### src/rtl/swd_pkg.sv
package swd_pkg;

    localparam int CNT_W = 16;

    localparam logic [7:0] IDX_DEVSEL = 8'h07;
    localparam logic [7:0] IDX_CTRL   = 8'h71;
    localparam logic [7:0] IDX_CFG    = 8'h72;
    localparam logic [7:0] IDX_CNT_LO = 8'h73;
    localparam logic [7:0] IDX_CNT_HI = 8'h74;

    // config byte: [7] unit is seconds, [6] keyboard reset, [5] spare,
    // [4] power-good drop, [3:0] interrupt route
    typedef struct packed {
        logic       unit_sec;
        logic       kb_en;
        logic       spare;
        logic       pg_en;
        logic [3:0] route;
    } cfg_t;

    typedef enum logic [2:0] {
        SEL_NONE,
        SEL_DEVSEL,
        SEL_CTRL,
        SEL_CFG,
        SEL_LO,
        SEL_HI
    } reg_sel_e;

    typedef struct packed {
        logic             load;
        logic [CNT_W-1:0] value;
    } load_t;

    function automatic reg_sel_e decode_idx(input logic [7:0] idx, input logic dev_ok);
        reg_sel_e s;
        s = SEL_NONE;
        if (idx == IDX_DEVSEL) begin
            s = SEL_DEVSEL;
        end else if (dev_ok) begin
            case (idx)
                IDX_CTRL:   s = SEL_CTRL;
                IDX_CFG:    s = SEL_CFG;
                IDX_CNT_LO: s = SEL_LO;
                IDX_CNT_HI: s = SEL_HI;
                default:    s = SEL_NONE;
            endcase
        end
        return s;
    endfunction

    function automatic logic [7:0] ctrl_byte(input logic ir_en, input logic gp_en,
                                             input logic status);
        return {ir_en, 2'b00, gp_en, 3'b000, status};
    endfunction

endpackage

### src/rtl/swd_regs.sv
module swd_regs
    import swd_pkg::*;
#(
    parameter logic [7:0] GPIO_LDN  = 8'h07,
    parameter int         IRQ_LINES = 16
) (
    input  logic                 clk,
    input  logic                 rst,
    input  logic [7:0]           cfg_idx,
    input  logic                 cfg_wr,
    input  logic [7:0]           cfg_wdata,
    output logic [7:0]           cfg_rdata,
    input  logic                 expire,
    output cfg_t                 cfg,
    output logic                 ir_en,
    output logic                 gp_en,
    output logic [CNT_W-1:0]     prog,
    output load_t                ld,
    output logic                 status,
    output logic [IRQ_LINES-1:0] irq_o
);

    logic [7:0]       devsel_q;
    cfg_t             cfg_q;
    logic             ir_en_q, gp_en_q, status_q;
    logic [CNT_W-1:0] prog_q;
    reg_sel_e         sel;
    logic             wr_ctrl, wr_cfg, wr_dev;
    logic             clear_req;

    always_comb begin
        sel       = decode_idx(cfg_idx, devsel_q == GPIO_LDN);
        wr_dev    = cfg_wr && (sel == SEL_DEVSEL);
        wr_ctrl   = cfg_wr && (sel == SEL_CTRL);
        wr_cfg    = cfg_wr && (sel == SEL_CFG);
        clear_req = wr_ctrl && !cfg_wdata[0];
        ld.load   = cfg_wr && ((sel == SEL_LO) || (sel == SEL_HI));
        if (sel == SEL_LO) begin
            ld.value = {prog_q[CNT_W-1:8], cfg_wdata};
        end else begin
            ld.value = {cfg_wdata, prog_q[7:0]};
        end
    end

    always_ff @(posedge clk) begin
        if (rst) begin
            devsel_q <= '0;
            cfg_q    <= '0;
            ir_en_q  <= 1'b0;
            gp_en_q  <= 1'b0;
            prog_q   <= '0;
            status_q <= 1'b0;
        end else begin
            if (wr_dev) devsel_q <= cfg_wdata;
            if (wr_cfg) cfg_q <= cfg_t'(cfg_wdata);
            if (wr_ctrl) begin
                ir_en_q <= cfg_wdata[7];
                gp_en_q <= cfg_wdata[4];
            end
            if (ld.load) prog_q <= ld.value;
            if (expire) begin
                status_q <= 1'b1;
            end else if (clear_req) begin
                status_q <= 1'b0;
            end
        end
    end

    always_comb begin
        case (sel)
            SEL_DEVSEL: cfg_rdata = devsel_q;
            SEL_CTRL:   cfg_rdata = ctrl_byte(ir_en_q, gp_en_q, status_q);
            SEL_CFG:    cfg_rdata = cfg_q;
            SEL_LO:     cfg_rdata = prog_q[7:0];
            SEL_HI:     cfg_rdata = prog_q[CNT_W-1:8];
            default:    cfg_rdata = 8'h00;
        endcase
    end

    assign irq_o[0] = 1'b0;
    generate
        for (genvar i = 1; i < IRQ_LINES; i++) begin : g_irq
            assign irq_o[i] = status_q && (cfg_q.route == 4'(i));
        end
    endgenerate

    assign cfg    = cfg_q;
    assign ir_en  = ir_en_q;
    assign gp_en  = gp_en_q;
    assign prog   = prog_q;
    assign status = status_q;

    // only a clearing control write can drop the status
    p_status_sticky_r6: assert property (@(posedge clk) disable iff (rst)
        status_q && !clear_req |=> status_q);

    // at most one interrupt line at a time
    p_irq_onehot_r10: assert property (@(posedge clk) disable iff (rst)
        $onehot0(irq_o));

endmodule

### src/rtl/swd_timebase.sv
module swd_timebase #(
    parameter int SEC_PER_MIN = 60
) (
    input  logic clk,
    input  logic rst,
    input  logic tick_sec,
    input  logic unit_sec,
    input  logic clr,
    output logic unit_tick
);

    localparam int PRE_W = $clog2(SEC_PER_MIN);

    logic [PRE_W-1:0] pre_q;
    logic             wrap;

    assign wrap      = (pre_q == PRE_W'(SEC_PER_MIN - 1));
    assign unit_tick = tick_sec && (unit_sec || wrap);

    always_ff @(posedge clk) begin
        if (rst || clr || unit_sec) begin
            pre_q <= '0;
        end else if (tick_sec) begin
            pre_q <= wrap ? '0 : pre_q + 1'b1;
        end
    end

    // the prescaler never passes its wrap value
    p_pre_range_r5: assert property (@(posedge clk) disable iff (rst)
        pre_q <= PRE_W'(SEC_PER_MIN - 1));

endmodule

### src/rtl/swd_counter.sv
module swd_counter
    import swd_pkg::*;
#(
    parameter int RELOAD_LAT = 8
) (
    input  logic             clk,
    input  logic             rst,
    input  logic             unit_tick,
    input  load_t            ld,
    input  logic [CNT_W-1:0] prog,
    input  logic             ir_act,
    input  logic             gp_act,
    input  logic             ir_en,
    input  logic             gp_en,
    output logic             restart,
    output logic             expire
);

    localparam int DLY_W = $clog2(RELOAD_LAT + 1);

    logic [CNT_W-1:0] cnt_q;
    logic [DLY_W-1:0] dly_q;
    logic             done_q;
    logic             event_in, reload_now, running;

    always_comb begin
        event_in   = (ir_act && ir_en) || (gp_act && gp_en);
        reload_now = (dly_q == DLY_W'(1));
        restart    = ld.load || reload_now;
        running    = (prog != '0) && !done_q;
        expire     = unit_tick && running && (cnt_q == CNT_W'(1)) && !restart;
    end

    always_ff @(posedge clk) begin
        if (rst) begin
            cnt_q  <= '0;
            dly_q  <= '0;
            done_q <= 1'b0;
        end else begin
            if (event_in) begin
                dly_q <= DLY_W'(RELOAD_LAT);
            end else if (dly_q != '0) begin
                dly_q <= dly_q - 1'b1;
            end

            if (ld.load) begin
                cnt_q <= ld.value;
            end else if (reload_now) begin
                cnt_q <= prog;
            end else if (unit_tick && running) begin
                cnt_q <= cnt_q - 1'b1;
            end

            if (restart) begin
                done_q <= 1'b0;
            end else if (expire) begin
                done_q <= 1'b1;
            end
        end
    end

    // a unit tick with no restart takes exactly one off a running count
    p_dec_one_r5: assert property (@(posedge clk) disable iff (rst)
        running && unit_tick && !restart |=> cnt_q == $past(cnt_q) - 1'b1);

    // without a tick or a restart the count holds
    p_hold_r9: assert property (@(posedge clk) disable iff (rst)
        !unit_tick && !restart |=> $stable(cnt_q));

endmodule

### src/rtl/swd_pulse.sv
module swd_pulse #(
    parameter int PULSE_CYC = 4
) (
    input  logic clk,
    input  logic rst,
    input  logic fire,
    output logic pulse
);

    localparam int PW = $clog2(PULSE_CYC + 1);

    logic [PW-1:0] left_q;

    always_ff @(posedge clk) begin
        if (rst) begin
            left_q <= '0;
        end else if (fire) begin
            left_q <= PW'(PULSE_CYC);
        end else if (left_q != '0) begin
            left_q <= left_q - 1'b1;
        end
    end

    assign pulse = (left_q != '0);

    // a pulse starts only at full length
    p_pulse_start_r7: assert property (@(posedge clk) disable iff (rst)
        $rose(pulse) |-> left_q == PW'(PULSE_CYC));

endmodule

### src/rtl/swd_watchdog.sv
module swd_watchdog
    import swd_pkg::*;
#(
    parameter logic [7:0] GPIO_LDN    = 8'h07,
    parameter int         IRQ_LINES   = 16,
    parameter int         SEC_PER_MIN = 60,
    parameter int         RELOAD_LAT  = 8,
    parameter int         PULSE_CYC   = 4
) (
    input  logic                 clk,
    input  logic                 rst,
    input  logic [7:0]           cfg_idx,
    input  logic                 cfg_wr,
    input  logic [7:0]           cfg_wdata,
    output logic [7:0]           cfg_rdata,
    input  logic                 tick_sec,
    input  logic                 ir_act,
    input  logic                 gp_act,
    output logic                 kbrst_o,
    output logic                 pgdrop_o,
    output logic [IRQ_LINES-1:0] irq_o
);

    localparam int NUM_OUT = 2;

    cfg_t             cfg;
    logic             ir_en, gp_en, status;
    logic [CNT_W-1:0] prog;
    load_t            ld;
    logic             unit_tick, restart, expire;
    logic [NUM_OUT-1:0] fire, pulses;

    swd_regs #(.GPIO_LDN(GPIO_LDN), .IRQ_LINES(IRQ_LINES)) u_regs (
        .clk(clk), .rst(rst),
        .cfg_idx(cfg_idx), .cfg_wr(cfg_wr), .cfg_wdata(cfg_wdata),
        .cfg_rdata(cfg_rdata), .expire(expire),
        .cfg(cfg), .ir_en(ir_en), .gp_en(gp_en), .prog(prog),
        .ld(ld), .status(status), .irq_o(irq_o)
    );

    swd_timebase #(.SEC_PER_MIN(SEC_PER_MIN)) u_tb (
        .clk(clk), .rst(rst), .tick_sec(tick_sec),
        .unit_sec(cfg.unit_sec), .clr(restart), .unit_tick(unit_tick)
    );

    swd_counter #(.RELOAD_LAT(RELOAD_LAT)) u_cnt (
        .clk(clk), .rst(rst), .unit_tick(unit_tick), .ld(ld), .prog(prog),
        .ir_act(ir_act), .gp_act(gp_act), .ir_en(ir_en), .gp_en(gp_en),
        .restart(restart), .expire(expire)
    );

    assign fire = {expire && cfg.pg_en, expire && cfg.kb_en};

    generate
        for (genvar k = 0; k < NUM_OUT; k++) begin : g_out
            swd_pulse #(.PULSE_CYC(PULSE_CYC)) u_pulse (
                .clk(clk), .rst(rst), .fire(fire[k]), .pulse(pulses[k])
            );
        end
    endgenerate

    assign kbrst_o  = pulses[0];
    assign pgdrop_o = pulses[1];

    // a keyboard-reset pulse only begins together with a set status
    p_kbrst_status_r7: assert property (@(posedge clk) disable iff (rst)
        $rose(kbrst_o) |-> status);

endmodule

### config.mk
export PLATFORM = sky130hd
export DESIGN_NAME = swd_watchdog
export DESIGN_NICKNAME = d
export VERILOG_FILES = /design/src/rtl/swd_pkg.sv /design/src/rtl/swd_regs.sv /design/src/rtl/swd_timebase.sv /design/src/rtl/swd_counter.sv /design/src/rtl/swd_pulse.sv /design/src/rtl/swd_watchdog.sv
export SDC_FILE = /design/constraint.sdc
export NUM_CORES = 1
export LEC_CHECK = 0
export CAP_MARGIN = 5
export CORE_AREA = 2 2 110 112
export DETAILED_ROUTE_END_ITERATION = 10
export DIE_AREA = 0 0 112 114
export DONT_BUFFER_PORTS = 1
export MAX_ROUTING_LAYER = met4
export SYNTH_ARGS = -nofsm -noshare
export SYNTH_HDL_FRONTEND = slang
export SYNTH_SLANG_ARGS = --single-unit
### constraint.sdc
create_clock -name clk -period 2.92 [get_ports clk]
set_input_delay 0.584 -clock clk [delete_from_list [all_inputs] [get_ports clk]]
set_output_delay 0.584 -clock clk [all_outputs]
set_load 0.005 [all_outputs]
# Word-level counts from Yosys, hierarchy flattened
# Cells that the tools add are included.
[totals]
ff_bits = 68
latch_bits = 0
ram_bits = 0
rom_bits = 0
input_bits = 22
out_inout_bits = 26
wordCells = 121
n_memories = 0
[op_classes]
addsub = 5
multipliers = 0
div_mod_pow = 0
n_lt_le_gt_ge = 0
n_eq_ne = 29
shift = 0
n_mux = 17
bitwise_logic = 0
reduce_logical = 51
[op_table]
columns = ["cell", "n"]
rows = [
  ["16-bit two-way mux", 4],
  ["8-bit case mux with 5 select lines", 1],
  ["4-bit equality test, second input constant", 8],
  ["8-bit by 7-bit equality test with 1-bit output, second input constant", 4],
  ["1-bit logical AND", 29],
  ["3-bit two-way mux", 6],
  ["16-bit by 1-bit equality test with 1-bit output, second input constant", 1],
  ["4-bit by 3-bit equality test with 1-bit output, second input constant", 4],
  ["8-bit by 3-bit equality test with 1-bit output, second input constant", 2],
  ["16-bit nonzero test", 1],
  ["16-bit by 1-bit subtractor with 16-bit output, second input constant", 1],
  ["3-bit case mux with 4 select lines", 1],
  ["3-bit nonzero test", 3],
  ["4-bit by 1-bit equality test with 1-bit output, second input constant", 2],
  ["4-bit by 2-bit equality test with 1-bit output, second input constant", 2],
  ["4-bit two-way mux", 2],
  ["2-bit nonzero test", 4],
  ["2-bit OR reduction", 4],
  ["6-bit by 1-bit adder with 6-bit output, second input constant", 1],
  ["3-bit by 2-bit equality test with 1-bit output, second input constant", 2],
  ["3-bit equality test, second input constant", 2],
  ["6-bit equality test, second input constant", 1],
  ["1-bit logical OR", 6],
  ["6-bit two-way mux", 1],
  ["6 further kinds", 10],
]

# Depth between registers and ports, before layout
[depth]
depth_word = 12
depth_mapped = 8
mapped_depth_nobuf = 8

# Cells and area by module
# A second synthesis with hierarchy kept.
[unflattened]
cells_unflattened = 491
area_unflattened_um2 = 4239.1
[modules_own_cells]
columns = ["module", "instances", "cells_per_inst", "area_per_inst_um2", "seq_area_each_um2"]
rows = [
  ["swd_regs", 1, 229, 2112.0, 700.7],
  ["swd_counter", 1, 194, 1478.9, 420.4],
  ["swd_pulse", 2, 18, 170.2, 60.1],
  ["swd_timebase", 1, 30, 295.3, 120.1],
  ["swd_watchdog", 1, 2, 12.5, 0.0],
]

# Worst setup path after synthesis
# OpenSTA, ideal clock, no wires.
[synth_timing]
path_kind = "input-to-output"
startpoint = "input port cfg_idx[5]"
endpoint = "output port cfg_rdata[1]"
arrival_ns = 1.942
required_ns = 2.336
path_slack_ns = 0.394
stages = 5
path_buffers = 1
path_cell_list = "or4b_1 nor4_4 clkbuf_1 a22oi_1 nand3_1"
[synth_via]
elab_chain_len = 6
word_cells_on_any_way = 14
classes_between = "eq/ne: 10; mux: 4"
[synth_rtl]
columns = ["element", "line_no", "source"]
rows = [
  ["start, declared", "swd_watchdog.sv:12", "input logic [7:0] cfg_idx,"],
  ["8-bit by 7-bit equality test with 1-bit output", "swd_pkg.sv:41", "case (idx)"],
  ["3-bit case mux with 4 select lines", "swd_pkg.sv:41", ""],
  ["3-bit two-way mux", "swd_pkg.sv:40", "end else if (dev_ok) begin"],
  ["3-bit two-way mux (*)", "swd_pkg.sv:38", "if (idx == IDX_DEVSEL) begin"],
  ["3-bit equality test (tied with other cells)", "swd_regs.sv:70", "case (sel)"],
  ["8-bit case mux with 5 select lines (*)", "swd_regs.sv:70", ""],
  ["end, declared", "swd_watchdog.sv:15", "output logic [7:0] cfg_rdata,"],
]
# Mark *: on every way between the ends. The rest lies on a longest branch, timed or not.

# Final worst setup path
[layout_timing]
startpoint = "register u_regs.devsel_q[3]"
endpoint = "output port cfg_rdata[4]"
[layout_via]
elab_chain_len = 5
word_cells_on_any_way = 9
classes_between = "eq/ne: 6; mux: 3"
[layout_rtl]
columns = ["element", "line_no", "source"]
rows = [
  ["start, declared", "swd_regs.sv:23", "logic [7:0] devsel_q;"],
  ["start signal, assigned", "swd_regs.sv:54", "if (wr_dev) devsel_q <= cfg_wdata;"],
  ["8-bit by 3-bit equality test with 1-bit output (*)", "swd_regs.sv:32", "sel = decode_idx(cfg_idx, devsel_q == GPIO_LDN);"],
  ["3-bit two-way mux (*)", "swd_pkg.sv:40", ""],
  ["3-bit two-way mux (*)", "swd_pkg.sv:38", ""],
  ["3-bit equality test (tied with other cells)", "swd_regs.sv:70", ""],
  ["8-bit case mux with 5 select lines (*)", "swd_regs.sv:70", ""],
]
# Marked as above.

==> results.md <==
- Launching point of the worst reg2reg path: u_regs.devsel_q[3]
- Synthesized flop and latch total: 68
- Crit Path Class: reg2out
- Worst hold endpoint: u_regs.prog[3]
- Placeable Area: 11700 um2
- Gr ovfl total: 0
- # diodes: 0
- Post-layout min period: 2710 ps
- Startpoint Class: register
- Drt pass-1 iters: 5
- Highest Clock Rate: 369 MHz
- Setup_tns: 0 ps
- Leak: 1.61 nW
- Hold_buf cts: 0
- Setup slack, reg-to-reg: 640 ps
- Max Clock Skew: 6.30 ps
- Post-synth top flop: dfxtp_1
- Clk slew on worst S/H paths: 60 ps
- Top Ports: 48
- Root Driver: clkbuf_16
- Met2 wire length: 5570 um
- Max_cap viols: 0
- Post-Syn Instances: 515
- WL final: 11800 um
- Final Max Tran Viols: 0
- Seq/Total Area, Yosys: 34.1%
- Post-synth cell types: 68
- VDD IR-drop max: 0.000315 V
- Die X: 112 um
- Yosys warning count: 0
- FILL cells: 1191
- # resized after CTS: 0
- DR WL/cell: 17.9 um
- Iteration-0 DRC count of the detailed router: 333
- Compound-Gate Fraction of Synth Area: 17.4%
- Status: finished, final reports clean
- Critical Path RT: 2340 ps
- Drt drc: 0
- Uppermost layer routed: met4
- Peak fanout along the critical path: 9
- CTS Sinks: 68
- Global-route wire length before repair: 18500 um
- Met3 wire len: 692 um
- Synthesized cell area: 4000 um2
- # nets final: 545
- Post-synthesis mux area share: 4.17%
- Largest net degree at the start of global routing: 57
- Crit path DAT: 2120 ps
- FF-to-FF path depth: 6
- RSZ-0062 raised after global routing: false
- CTS tree: done
- Worst Hold Class: in2reg
- Row cnt: 40
- Clock Tree Buf Depth: 2
- Initial antenna violation count: 0
- R2R Path End: u_cnt.cnt_q[8]
- Vias per inst: 5.75
- Detailed Place HPWL: 8720 um
- Fraction of registers with async set/reset: 0%
- M1 wire length: 5250 um
- Final setup viols: 0
- Worst skew pair latency: 340 ps
- Fin crit share: 92.8%
- Area grow syn2layout: 10.7%
- Starting Density: 34.1%
- RePlAce Congestion: 0.989
- Slew at the pin closest to its max-slew limit: 798 ps
- Tot GR Track Use: 18.9%
- Synth Area in Adders: 3.76%
- Post-CTS setup buffers: 0
- Worst hold path depth: 1
- CP endpoint kind: output pin
- Die Y: 114 um
- Mapped Avg Cell Area: 7.76 um2
- Power density cells: 843 nW/um2
- Post-synth EDFFs: 0
- Layout cells sized above 1: 7.77%
- Via count: 3807
- Main combinational cell family by area after synthesis: simple AND/OR/NAND/NOR gates
- Final Hold Fails: 0
- Synth Area in Simple Gates: 32.1%
- Vias in the first global route: 3556
- Die area: 12800 um2
- Syn_nets: 549
- TritonCTS Buffers: 9
- Hold Crit Start: rst
- Port bufs: 0
- XOR/XNOR share of the synthesized area: 4.38%
- Slew headroom: 46.6%
- Final core utilization: 37.8%
- Post-route ant nets: 0
- H-tree depth: 3
cells by family (layout without fill, tap and decap cells):
kind of cell | count (synthesis) | count (layout)
and+or+nand+nor | 249 | 249
AOI/OAI and AO/OA | 109 | 109
DFF | 68 | 68
buffers and inverters | 40 | 40
xor gates and xnor gates | 20 | 20
muxes | 16 | 16
adders and majority gates | 12 | 12
other | 1 | 1
sequential cells by signal, summed over array words and instances, names as in the netlist:
register / cells
u_regs.devsel_q: 8
u_regs.ir_en: 1
u_tb.pre_q: 6
g_out.u_pulse.left_q: 6
u_regs.gp_en: 1
u_cnt.dly_q: 4
u_cnt.done_q: 1
u_regs.prog: 16
u_regs.status: 1
u_regs.cfg: 8
u_cnt.cnt_q: 16
placed cells by master (no fill, tap or decap), types with 3 or more instances in the layout:
cell type and instances:
and2_1 3, o211ai_1 7, o21ai_1 4, inv_1 18, a22oi_1 7, mux2_2 5
and3_1 5, o21ai_0 10, dfxtp_1 68, a211oi_1 3, nand4_1 6, clkbuf_16 9
nor2_1 42, clkbuf_1 3, nor3_1 20, xnor2_1 11, nor2b_1 3, nand2b_1 9
nor4_1 8, nand3_1 21, o221ai_1 3, and4b_1 4, a21oi_1 49, ha_1 12
nand3b_1 3, nand2_1 97, or3_1 6, buf_4 7, xor2_1 9, mux2i_1 11
area by class of cell:
type / count / area [um2] / area share (%)
Sequential cell: 68 / 1360 / 30.8
Inverter: 18 / 67.6 / 1.53
Timing Repair Buffer: 7 / 52.6 / 1.19
Multi-Input combinational cell: 407 / 2470 / 55.9
Clock inverter: 2 / 35.0 / 0.792
Tap cell: 147 / 184 / 4.16
Clock buffer: 13 / 250 / 5.66
worst max-delay path: stages (launching register included):
cell and delay [ps]:
dfxtp_1 360, nor4_4 380, nand4b_4 230, or3_1 460, o21ai_0 350
how the worst max path moves through the flow:
| stage | startpoint | endpoint | slack, ps | cells after the start |
|---|---|---|---|---|
| after floorplan | cfg_idx[5] | cfg_rdata[1] | 390 | 5 |
| after global placement | cfg_idx[5] | cfg_rdata[7] | 450 | 6 |
| after detailed placement | cfg_idx[5] | cfg_rdata[7] | 410 | 6 |
| after CTS | u_regs.devsel_q[3] | cfg_rdata[4] | 200 | 4 |
| after global routing | u_regs.devsel_q[3] | cfg_rdata[4] | 120 | 4 |
| final | u_regs.devsel_q[3] | cfg_rdata[4] | 210 | 4 |
per-layer routing:
layer  up-vias  global-route usage [%]
li1       1825                       -
met1      1820                    22.5
met3        29                    3.45
met5         -                       -
met2       133                    30.8
met4         0                    9.59
Yosys cell counts, types with 4 or more instances:
| cell | instances | area share [%] |
|---|---|---|
| a22oi_1 | 7 | 1.3 |
| mux2i_1 | 11 | 2.8 |
| a21oi_1 | 49 | 6.1 |
| nand2b_1 | 9 | 1.4 |
| nor3_1 | 20 | 2.5 |
| and3_1 | 5 | 0.78 |
| nor4_1 | 8 | 1.3 |
| xor2_1 | 9 | 2.0 |
| mux2_2 | 5 | 1.4 |
| inv_1 | 18 | 1.7 |
| nand2_1 | 97 | 9.1 |
| ha_1 | 12 | 3.8 |
| dfxtp_1 | 68 | 34 |
| nor2_1 | 42 | 3.9 |
| or3_1 | 6 | 0.94 |
| nand4_1 | 6 | 0.94 |
| and4b_1 | 4 | 1.0 |
| clkbuf_1 | 15 | 1.4 |
| buf_2 | 5 | 0.63 |
| o21ai_0 | 10 | 1.3 |
| nand3_1 | 21 | 2.6 |
| xnor2_1 | 11 | 2.4 |
| o211ai_1 | 7 | 1.3 |
| o21ai_1 | 4 | 0.50 |
power breakdown:
part / switching (mW) / internal (mW)
clock network: 0.391 / 0.679
logic: 0.785 / 0.658
registers: 0.152 / 1.06
total: 1.33 / 2.40
metrics by stage:
stage | setup WS [ps] | std cells | total power [mW] | area, um2 | hold slack, ps
after global routing | 118 | 662 | 3.97 | 4420 | 313
after global placement | 453 | 647 | 2.62 | 4140 | 448
after detailed placement | 407 | 647 | 2.67 | 4140 | 448
after CTS | 201 | 662 | 3.74 | 4420 | 313
final | 211 | 662 | 3.73 | 4420 | 327
after floorplan | 394 | 515 | 2.38 | 4000 | 432
Power figures use the tool's default switching activity.
